===== src/rtl/pm_pkg.sv =====
package pm_pkg;
  localparam int unsigned REG_W = 32;

  typedef enum logic [1:0] {
    RD_ZERO   = 2'd0,
    RD_FREQ   = 2'd1,
    RD_PERIOD = 2'd2,
    RD_HIGH   = 2'd3
  } rdKind_e;

  // per-channel strobes from control to datapath
  typedef struct packed {
    logic rise;
    logic level;
  } edgeStrobe_t;

  // shared command from control to datapath
  typedef struct packed {
    logic    clear;
    rdKind_e rdKind;
  } ctlCmd_t;
endpackage


===== src/rtl/pm_sync.sv =====
module pm_sync #(
  parameter int unsigned STAGES = 2
) (
  input  logic clk,
  input  logic rstN,
  input  logic clear,
  input  logic d,
  output logic q
);
  logic [STAGES-1:0] chain;

  generate
    for (genvar i = 0; i < STAGES; i++) begin : g_stage
      always_ff @(posedge clk or negedge rstN) begin
        if (!rstN) begin
          chain[i] <= 1'b0;
        end else if (clear) begin
          chain[i] <= 1'b0;
        end else begin
          chain[i] <= (i == 0) ? d : chain[(i == 0) ? 0 : i-1];
        end
      end
    end
  endgenerate

  assign q = chain[STAGES-1];
endmodule


===== src/rtl/pm_ctrl.sv =====
module pm_ctrl
  import pm_pkg::*;
#(
  parameter int unsigned NUM_CH = 2,
  parameter int unsigned ADDR_W = 8,
  parameter int unsigned SYNC_STAGES = 2
) (
  input  logic              clk,
  input  logic              rstN,
  input  logic [NUM_CH-1:0] sigIn,
  input  logic              wrEn,
  input  logic [ADDR_W-1:0] addr,
  input  logic [REG_W-1:0]  wrData,
  output edgeStrobe_t       chStrb [NUM_CH],
  output ctlCmd_t           cmd,
  output logic [((NUM_CH > 1) ? $clog2(NUM_CH) : 1)-1:0] rdIdx
);
  localparam int unsigned IDX_W     = (NUM_CH > 1) ? $clog2(NUM_CH) : 1;
  localparam int          CFG_WORD  = 0;
  localparam int          STAT_WORD = 1;
  localparam int          FREQ_WORD = 8;
  localparam int          PER_BASE  = FREQ_WORD + 1;
  localparam int          HIGH_BASE = PER_BASE + int'(NUM_CH);
  localparam int          MAP_END   = HIGH_BASE + int'(NUM_CH);
  localparam int unsigned CLR_BIT   = 0;

  logic [ADDR_W-3:0] wordAddr;
  int                wordNum;
  int                rdOff;
  logic              unusedBits;

  assign wordAddr   = addr[ADDR_W-1:2];
  assign wordNum    = int'(wordAddr);
  assign unusedBits = ^{addr[1:0], wrData[REG_W-1:1]};

  // register decode
  always_comb begin
    cmd.rdKind = RD_ZERO;
    rdOff      = 0;
    if (wordNum == FREQ_WORD) begin
      cmd.rdKind = RD_FREQ;
    end else if (wordNum >= PER_BASE && wordNum < HIGH_BASE) begin
      cmd.rdKind = RD_PERIOD;
      rdOff      = wordNum - PER_BASE;
    end else if (wordNum >= HIGH_BASE && wordNum < MAP_END) begin
      cmd.rdKind = RD_HIGH;
      rdOff      = wordNum - HIGH_BASE;
    end
  end

  assign rdIdx     = IDX_W'(rdOff);
  assign cmd.clear = wrEn && (wordNum == CFG_WORD) && wrData[CLR_BIT];

  // input synchronisation and edge detection
  logic [NUM_CH-1:0] syncLvl;
  logic [NUM_CH-1:0] prevLvl;

  generate
    for (genvar c = 0; c < NUM_CH; c++) begin : g_chan
      pm_sync #(.STAGES(SYNC_STAGES)) u_sync (
        .clk   (clk),
        .rstN  (rstN),
        .clear (cmd.clear),
        .d     (sigIn[c]),
        .q     (syncLvl[c])
      );

      always_ff @(posedge clk or negedge rstN) begin
        if (!rstN) begin
          prevLvl[c] <= 1'b0;
        end else if (cmd.clear) begin
          prevLvl[c] <= 1'b0;
        end else begin
          prevLvl[c] <= syncLvl[c];
        end
      end

      assign chStrb[c].rise  = syncLvl[c] & ~prevLvl[c];
      assign chStrb[c].level = syncLvl[c];
    end
  endgenerate

  AST_INDEX_IN_MAP: assert property (@(posedge clk) disable iff (!rstN)
    (cmd.rdKind == RD_PERIOD || cmd.rdKind == RD_HIGH) |-> (int'(rdIdx) < int'(NUM_CH)));

  AST_STATUS_DECODES_ZERO: assert property (@(posedge clk) disable iff (!rstN)
    (wordNum == STAT_WORD || wordNum == CFG_WORD) |-> (cmd.rdKind == RD_ZERO));
endmodule


===== src/rtl/pm_chan.sv =====
module pm_chan
  import pm_pkg::*;
#(
  parameter int unsigned CNT_W = 32
) (
  input  logic             clk,
  input  logic             rstN,
  input  logic             clear,
  input  edgeStrobe_t      strb,
  output logic [CNT_W-1:0] periodRes,
  output logic [CNT_W-1:0] highRes
);
  localparam logic [CNT_W-1:0] CNT_MAX = '1;
  localparam logic [CNT_W-1:0] CNT_ONE = CNT_W'(1);

  logic [CNT_W-1:0] perCnt;
  logic [CNT_W-1:0] hiCnt;
  logic             armed;

  always_ff @(posedge clk or negedge rstN) begin
    if (!rstN) begin
      perCnt    <= '0;
      hiCnt     <= '0;
      armed     <= 1'b0;
      periodRes <= '0;
      highRes   <= '0;
    end else if (clear) begin
      perCnt    <= '0;
      hiCnt     <= '0;
      armed     <= 1'b0;
      periodRes <= '0;
      highRes   <= '0;
    end else if (strb.rise) begin
      perCnt <= CNT_ONE;
      hiCnt  <= CNT_ONE;
      armed  <= 1'b1;
      if (armed) begin
        periodRes <= perCnt;
        highRes   <= hiCnt;
      end
    end else begin
      if (perCnt != CNT_MAX) perCnt <= perCnt + CNT_ONE;
      if (strb.level && hiCnt != CNT_MAX) hiCnt <= hiCnt + CNT_ONE;
    end
  end

  AST_NO_WRAP: assert property (@(posedge clk) disable iff (!rstN)
    (perCnt == CNT_MAX && !strb.rise && !clear) |=> (perCnt == CNT_MAX));

  AST_HIGH_WITHIN_PERIOD: assert property (@(posedge clk) disable iff (!rstN)
    highRes <= periodRes);

  AST_HOLD_BETWEEN_EDGES: assert property (@(posedge clk) disable iff (!rstN)
    (!strb.rise && !clear) |=> ($stable(periodRes) && $stable(highRes)));

  AST_CLEAR_EMPTIES: assert property (@(posedge clk) disable iff (!rstN)
    clear |=> (periodRes == '0 && highRes == '0 && !armed));

  AST_FIRST_EDGE_ARMS: assert property (@(posedge clk) disable iff (!rstN)
    (strb.rise && !armed && !clear) |=> ($stable(periodRes) && armed));
endmodule


===== src/rtl/pm_datapath.sv =====
module pm_datapath
  import pm_pkg::*;
#(
  parameter int unsigned NUM_CH      = 2,
  parameter int unsigned CNT_W       = 32,
  parameter int unsigned BASE_CLK_HZ = 100_000_000
) (
  input  logic             clk,
  input  logic             rstN,
  input  edgeStrobe_t      chStrb [NUM_CH],
  input  ctlCmd_t          cmd,
  input  logic [((NUM_CH > 1) ? $clog2(NUM_CH) : 1)-1:0] rdIdx,
  output logic [REG_W-1:0] rdData
);
  localparam logic [REG_W-1:0] FREQ_WORD = REG_W'(BASE_CLK_HZ);

  logic [CNT_W-1:0] periodArr [NUM_CH];
  logic [CNT_W-1:0] highArr   [NUM_CH];

  generate
    for (genvar c = 0; c < NUM_CH; c++) begin : g_chan
      pm_chan #(.CNT_W(CNT_W)) u_chan (
        .clk       (clk),
        .rstN      (rstN),
        .clear     (cmd.clear),
        .strb      (chStrb[c]),
        .periodRes (periodArr[c]),
        .highRes   (highArr[c])
      );
    end
  endgenerate

  always_comb begin
    rdData = '0;
    unique case (cmd.rdKind)
      RD_FREQ:   rdData = FREQ_WORD;
      RD_PERIOD: if (int'(rdIdx) < int'(NUM_CH)) rdData = REG_W'(periodArr[rdIdx]);
      RD_HIGH:   if (int'(rdIdx) < int'(NUM_CH)) rdData = REG_W'(highArr[rdIdx]);
      default:   rdData = '0;
    endcase
  end

  AST_FREQ_READOUT: assert property (@(posedge clk) disable iff (!rstN)
    (cmd.rdKind == RD_FREQ) |-> (rdData == FREQ_WORD));

  AST_ZERO_READOUT: assert property (@(posedge clk) disable iff (!rstN)
    (cmd.rdKind == RD_ZERO) |-> (rdData == '0));
endmodule


===== src/rtl/pulse_meter.sv =====
module pulse_meter
  import pm_pkg::*;
#(
  parameter int unsigned NUM_CH      = 2,
  parameter int unsigned CNT_W       = 32,
  parameter int unsigned ADDR_W      = 8,
  parameter int unsigned BASE_CLK_HZ = 100_000_000
) (
  input  logic              clk,
  input  logic              rstN,
  input  logic [NUM_CH-1:0] sigIn,
  input  logic              wrEn,
  input  logic [ADDR_W-1:0] addr,
  input  logic [31:0]       wrData,
  output logic [31:0]       rdData
);
  localparam int unsigned IDX_W = (NUM_CH > 1) ? $clog2(NUM_CH) : 1;

  edgeStrobe_t      chStrb [NUM_CH];
  ctlCmd_t          cmd;
  logic [IDX_W-1:0] rdIdx;

  pm_ctrl #(
    .NUM_CH (NUM_CH),
    .ADDR_W (ADDR_W)
  ) u_ctrl (
    .clk    (clk),
    .rstN   (rstN),
    .sigIn  (sigIn),
    .wrEn   (wrEn),
    .addr   (addr),
    .wrData (wrData),
    .chStrb (chStrb),
    .cmd    (cmd),
    .rdIdx  (rdIdx)
  );

  pm_datapath #(
    .NUM_CH      (NUM_CH),
    .CNT_W       (CNT_W),
    .BASE_CLK_HZ (BASE_CLK_HZ)
  ) u_dp (
    .clk    (clk),
    .rstN   (rstN),
    .chStrb (chStrb),
    .cmd    (cmd),
    .rdIdx  (rdIdx),
    .rdData (rdData)
  );
endmodule


===== config.mk =====
export PLATFORM = sky130hd
export DESIGN_NAME = pulse_meter
export DESIGN_NICKNAME = d
export VERILOG_FILES = /design/src/rtl/pm_pkg.sv /design/src/rtl/pm_sync.sv /design/src/rtl/pm_ctrl.sv /design/src/rtl/pm_chan.sv /design/src/rtl/pm_datapath.sv /design/src/rtl/pulse_meter.sv
export SDC_FILE = /design/constraint.sdc
export NUM_CORES = 1
export LEC_CHECK = 0
export BUFFER_PORTS_ARGS = -buffer_cell sky130_fd_sc_hd__buf_2
export CORE_MARGIN = 1
export CORE_UTILIZATION = 42
export DETAILED_ROUTE_END_ITERATION = 8
export GPL_ROUTABILITY_DRIVEN = 0
export GPL_TIMING_DRIVEN = 0
export HOLD_SLACK_MARGIN = 0.1
export PLACE_DENSITY_LB_ADDON = 0.3
export SETUP_SLACK_MARGIN = 0.3
export SLEW_MARGIN = 20
export SYNTH_ARGS = -nofsm -noshare
export SYNTH_HDL_FRONTEND = slang
export SYNTH_SLANG_ARGS = --single-unit

===== constraint.sdc =====
create_clock -name clk -period 2.4 [get_ports clk]
set_input_delay 0.24 -clock clk [delete_from_list [all_inputs] [get_ports clk]]
set_output_delay 0.24 -clock clk [all_outputs]
set_load 0.01 [all_outputs]

# Word level (Yosys, flattened, before mapping)
# Index checks and enable logic that the tools add are counted.
[totals]
reg_bits = 264
out_inout_bits = 32
[classes]
n_addsub = 6
n_lt_le_gt_ge = 5
n_eq_ne = 8
muxes = 47
n_bitwise = 5
reduce_logical = 17
[ops]
columns = ["cell", "n"]
rows = [
  ["two-way mux 32 bit", 30],
  ["adder 32 x 1 -> 32 bit, second input constant", 4],
  ["inequality test 32 bit, second input constant", 4],
  ["case mux 32 bit (3 select lines)", 1],
  ["zero test 32 bit", 1],
  ["two-way mux 1 bit", 13],
  [">= comparator 6 x 4 -> 1 bit, second input constant", 2],
  ["less-than comparator 6 x 4 -> 1 bit, second input constant", 2],
  ["nonzero test 3 bit", 4],
  ["nonzero test 2 bit", 4],
  ["equality test 6 x 5 -> 1 bit, second input constant", 1],
  ["logical AND 1 bit", 6],
  ["two-way mux 2 bit", 3],
  ["equality test 2 bit, second input constant", 2],
  ["AND reduction 2 bit", 2],
  ["bitwise AND 1 bit", 2],
  ["equality test 2 x 1 -> 1 bit, second input constant", 1],
  [">= comparator 2 bit, second input constant", 1],
  ["inverter 1 bit", 2],
  ["inverter 1 -> 2 bit", 1],
  ["subtractor 1 bit, second input constant", 2],
]

# Logic depth before layout (Yosys ltp)
[logic_depth]
word_depth = 10
ltp_mapped = 8
depth_no_buf = 6

# Cells and area by module
# From an unflattened synthesis, not the netlist that was laid out.
[hier_totals]
cells_unflattened = 1231
hier_area_um2 = 13061.3
[by_module_without_submodules]
columns = ["mod", "instances", "cells_per_inst", "area_each_um2", "seq_area_each_um2"]
rows = [
  ["pm_chan at u_dp.g_chan[0].u_chan", 1, 552, 5865.6, 3228.1],
  ["pm_chan at u_dp.g_chan[1].u_chan", 1, 553, 5833.1, 3228.1],
  ["pm_datapath", 1, 101, 1081.0, 0.0],
  ["pm_ctrl", 1, 17, 156.4, 50.0],
  ["pm_sync", 2, 4, 62.6, 50.0],
]

# Worst setup path after synthesis
# Ideal clock, no wire load.
[synth_timing]
kind = "register to register"
from = "reg u_dp.g_chan[0].u_chan.hiCnt[6]"
to = "reg u_dp.g_chan[0].u_chan.hiCnt[0]"
arrival_ns = 1.906
setup_slack_ns = 0.357
path_stages_with_launch = 6
path_buffers = 0
cell_sequence = "dfrtp_1 nand4_4 or4_1 or4_1 a21oi_1 a311oi_1"
[synth_between]
elab_chain_len = 3
[synth_lines]
columns = ["element", "line", "rtl"]
rows = [
  ["start, declared", "pm_chan.sv:17", "logic [CNT_W-1:0] hiCnt;"],
  ["start signal, assigned", "pm_chan.sv:43", "if (strb.level && hiCnt != CNT_MAX) hiCnt <= hiCnt + CNT_ONE;"],
  ["inequality test 32 bit", "pm_chan.sv:43", ""],
  ["logical AND 1 bit", "pm_chan.sv:43", ""],
  ["nonzero test 3 bit (no line)", "--", ""],
]
# No other way between the ends.
# A chain may end at the register's enable or synchronous reset.

# Worst setup path in the final report
[layout_timing]
from = "in addr[4]"
to = "out rdData[25]"
[layout_between]
elab_chain_len = 10
word_cells_on_any_way = 24
classes_between = "order compare (4); eq/ne (4); mux (13); bitwise (1); reduce/logical (2)"
[layout_lines]
columns = ["element", "line", "rtl"]
rows = [
  ["start, declared", "pulse_meter.sv:13", "input logic [ADDR_W-1:0] addr,"],
  [">= comparator 6 x 4 -> 1 bit / less-than comparator 6 x 4 -> 1 bit (equally long branches)", "pm_ctrl.sv:45", "end else if (wordNum >= HIGH_BASE && wordNum < MAP_END) begin"],
  ["logical AND 1 bit", "pm_ctrl.sv:45", ""],
  ["two-way mux 1 bit", "pm_ctrl.sv:45", ""],
  ["two-way mux 1 bit", "pm_ctrl.sv:42", "end else if (wordNum >= PER_BASE && wordNum < HIGH_BASE) begin"],
  ["two-way mux 1 bit", "pm_ctrl.sv:40", "if (wordNum == FREQ_WORD) begin"],
  ["inverter 1 -> 2 bit (implied by the code)", "pm_datapath.sv:37, pm_datapath.sv:38", ""],
  ["two-way mux 32 bit (on tied branches) (3 in series)", "pm_datapath.sv:38, pm_datapath.sv:37", ""],
  ["case mux 32 bit (3 select lines) *", "pm_datapath.sv:35", "unique case (cmd.rdKind)"],
  ["end, declared", "pulse_meter.sv:15", "output logic [31:0] rdData"],
]
# Every way passes the cells marked *; elsewhere a longest branch is shown, timed or not. The select of a mux whose other input is x is not followed.

==> results by group <==
Status
  – Status: finished, final reports clean

Floorplan
  – Core box area: 31600 sq um
  – Die Area: 32800 sq um
  – Cell Rows: 65
  – I/O pin cnt: 77
  – Die width: 181 microns
  – Initial Util: 42.7%
  – Die height: 181 microns

Yosys
  – EDFF count, synth: 0
  – Synth Warn #: 0
  – Fraction of registers with async set or reset after synthesis: 100%
  – Number of synthesized register bits: 264
  – Sequential-to-total area share from yosys stat: 49.1%
  – Synth Cell Area: 13500 sq um
  – Area share of the largest cell type after synthesis: 49.1%
  – Post-synth cell types: 67
  – Syn nets: 1549
  – Post-synthesis area per instance: 8.97 sq um
  – Post-synth top flop: dfrtp_1
  – Post-synth top area cell: dfrtp_1
  – Post-Synthesis Cells: 1500
  – Synth top area cells: dfrtp_1, nand2_1, a21oi_1

Critical path
  – Setup Crit Path Kind: input port to primary output
  – Critical path endpoint category: primary output
  – Critical path's largest stage delay: 0.40 ns
  – Critical Path Fanout Max: 8
  – Crit-path cells: buf_4 -> xnor2_1 -> or3_4 -> clkbuf_16 -> buf_12 -> mux2i_4 -> o22ai_2 -> buf_2
  – CP bufs+invs: 4
  – Launch point of the worst reg-to-reg path: u_dp.g_chan[1].u_chan.hiCnt[27]$_DFFE_PN0P_
  – Critical path arrival: 1.91 ns
  – Delay-heaviest family, CP: buffers and inverters
  – CP startpoint: addr[4]
  – Nature of the critical path startpoint: input port
  – R2R depth: 6
  – WP data required: 2.16 ns
  – R2r setup slk: 0.25 ns
  – CP max-delay cell: or3_4
  – Reg2Reg Capture Point: u_dp.g_chan[1].u_chan.hiCnt[0]$_DFFE_PN0P_

Pwr
  – Worst vdd ir: 0.560 mV
  – PD cells: 613 nW/um^2
  – P_leak: 7.22 nW

Cells and area
  – Area grow syn2layout: 28.9%
  – Nets@finish: 1715
  – Diodes inserted: 0
  – Fraction of layout cells with a size suffix above 1: 25.4%
  – Filler cell count: 2774
  – Register Area: 6650 sq um
  – Final Instance Area: 17300 sq um
  – Post-Layout Cell Count: 2092
  – Fin util: 55.0%
  – Multi-input gate area: 7450 sq um

STA
  – Tcrit/Tclk final: 89.7%
  – Minimum clock period after layout: 2.15 ns
  – Fmax: 0.464 GHz
  – Final setup vio count: 0
  – Setup WS post-layout: 0.247 ns
  – Worst-Margin Slew: 0.734 ns
  – Worst Skew: 0.00866 ns
  – RSZ-0062 raised after global routing: true
  – Pins Over Slew Limit: 0
  – Final hold vios: 0
  – Max transition margin: 51.0%
  – Min Hold Slack: 0.171 ns

Global routing
  – Largest net degree at the start of global routing: 76
  – All-Layer GR Usage: 25.6%
  – Initial antenna violation count: 0
  – Total grt overflow: 0
  – Vias in the first global route: 11900
  – First-pass GRT wire length: 65.8 mm

Place
  – DP Worst Slack: -0.634 ns
  – Cells after DPL: 1948
  – # port buffers: 43
  – Dpl hpwl: 29.5 mm
  – Post-place instance area: 14300 sq um

Flow run
  – Max Cap Violations: 0

Clock tree
  – H-tree Lvls: 1
  – CTS tree: built
  – CTS Buf Count: 30
  – Clk slew on worst S/H paths: 0.06 ns
  – CTS sink count: 264
  – Clock buffer depth: 3
  – CTS root buf: clkbuf_16
  – Clk_lat worst skew: 0.57 ns

Drt
  – Avg WL per Cell: 20.7 microns
  – Pre-antenna DRT Iters: 7
  – Final WL: 43.2 mm
  – 1st-iter DRT viols: 1172
  – Via density: 6.00
  – Routed Antenna Nets: 0
  – Drc violations: 0
  – Via count: 12600

Min path
  – Hold Crit Class: input port to asynchronous set/reset pin
power breakdown:
group	switching [mW]	internal, mW
clock	1.92	2.95
combinational	0.566	0.389
sequential	0.195	4.62
cells by family (layout without fill, tap and decap cells):
group           Yosys count  in the layout  share of synthesized area (%)
simple gates            657            657                           23.8
compound gates          359            359                           15.8
flops                   264            264                           49.1
buf+inv                 105            295                           3.10
mux                      69             69                           5.14
xor+xnor                 42             42                           2.73
fa+ha+maj                 4              4                          0.372
area by class of cell:
type,instances,area share [%]
plain buffers,93,3.18
clock buffers,42,5.00
clock inverters,14,1.06
inverters,12,0.260
multi-input cells,1131,42.9
flip-flops and latches,264,38.3
well taps,402,2.90
repair buffers,134,6.30
how the worst max path moves through the flow:
| stage | cells after the start | to |
|---|---|---|
| global route | 5 | u_dp.g_chan[1].u_chan.hiCnt[19]$_DFFE_PN0P_ |
| CTS | 5 | u_dp.g_chan[1].u_chan.hiCnt[23]$_DFFE_PN0P_ |
| detailed placement | 6 | u_dp.g_chan[1].u_chan.hiCnt[23]$_DFFE_PN0P_ |
| global placement | 1 | u_dp.g_chan[1].u_chan.hiCnt[12]$_DFFE_PN0P_ |
| finish | 8 | rdData[25] |
| floorplan | 5 | u_dp.g_chan[0].u_chan.hiCnt[0]$_DFFE_PN0P_ |
metal layers:
metal | GRT usage [%] | wire length [microns] | vias to the layer above
met5 | 0 | 0 | -
met4 | 8.31 | 1210 | 0
met3 | 3.67 | 2910 | 84
met2 | 41.2 | 20600 | 434
met1 | 35.5 | 18500 | 6314
li1 | - | - | 5721
cells in the mapped netlist, types with 14 or more instances:
cell type	count
nand3_1	46
mux2i_1	68
nand4_1	39
nor2_1	78
clkbuf_1	73
xnor2_1	28
o22ai_1	20
or3_1	44
xor2_1	14
dfrtp_1	264
a21oi_1	195
nor3_1	18
o31ai_1	14
and3_1	21
or4_1	17
nand2_1	329
o21ai_0	41
sequential cells by signal, indices dropped and copies added (netlist names):
| signal | count |
|---|---|
| u_dp.g_chan.u_chan.armed | 2 |
| u_dp.g_chan.u_chan.periodRes | 64 |
| u_dp.g_chan.u_chan.highRes | 64 |
| u_ctrl.prevLvl | 2 |
| u_ctrl.g_chan.u_sync.chain | 2 |
| u_dp.g_chan.u_chan.perCnt | 64 |
| u_ctrl.g_chan.u_sync.q | 2 |
| u_dp.g_chan.u_chan.hiCnt | 64 |
repair_timing:
item                       4_1_cts  5_1_grt
hold endpoints to repair       191        0
setup buffers                   28       52
setup endpoints to repair      277      236
resized for setup              177      176
hold buffers                     3        0
gates cloned                     4        1
pin swaps                       20       71
layout by cell type, fill, tap and decap left out, types with 10 or more instances in the layout:
cell       count
or3_1         37
xor2_1        14
nand3_1       41
a21oi_1      183
mux2i_1       36
and3_1        20
and4_1        10
inv_1         12
buf_4         81
buf_6         15
dfrtp_1      228
a31oi_1       11
o22ai_2       18
o21ai_0       37
nand2_1      326
a21oi_2       11
mux2i_4       24
nor3_1        15
dfrtp_2       36
buf_2         45
o21ai_2       11
clkbuf_1      39
nand4_1       39
nor2_1        77
a211oi_1      13
o221ai_2      10
xnor2_1       28
clkbuf_16     33
clkbuf_2      30
o31ai_1       12
per-stage QoR:
stage          TNS [ns]  power, mW
6_report              0       10.6
5_1_grt               0       11.0
4_1_cts               0       10.5
3_5_place_dp     -65.33       5.57
3_3_place_gp   -1070.69       5.53
2_1_floorplan         0       5.23
worst reg2reg max path, cell delays in order (launching register included):
cell	delay, ns
dfrtp_1	0.39
nand4_1	0.24
or4_4	0.64
buf_4	0.16
or3_4	0.34
nor3b_2	0.18
nor4_1	0.06
No activity file was read; power rests on OpenSTA's default activity.
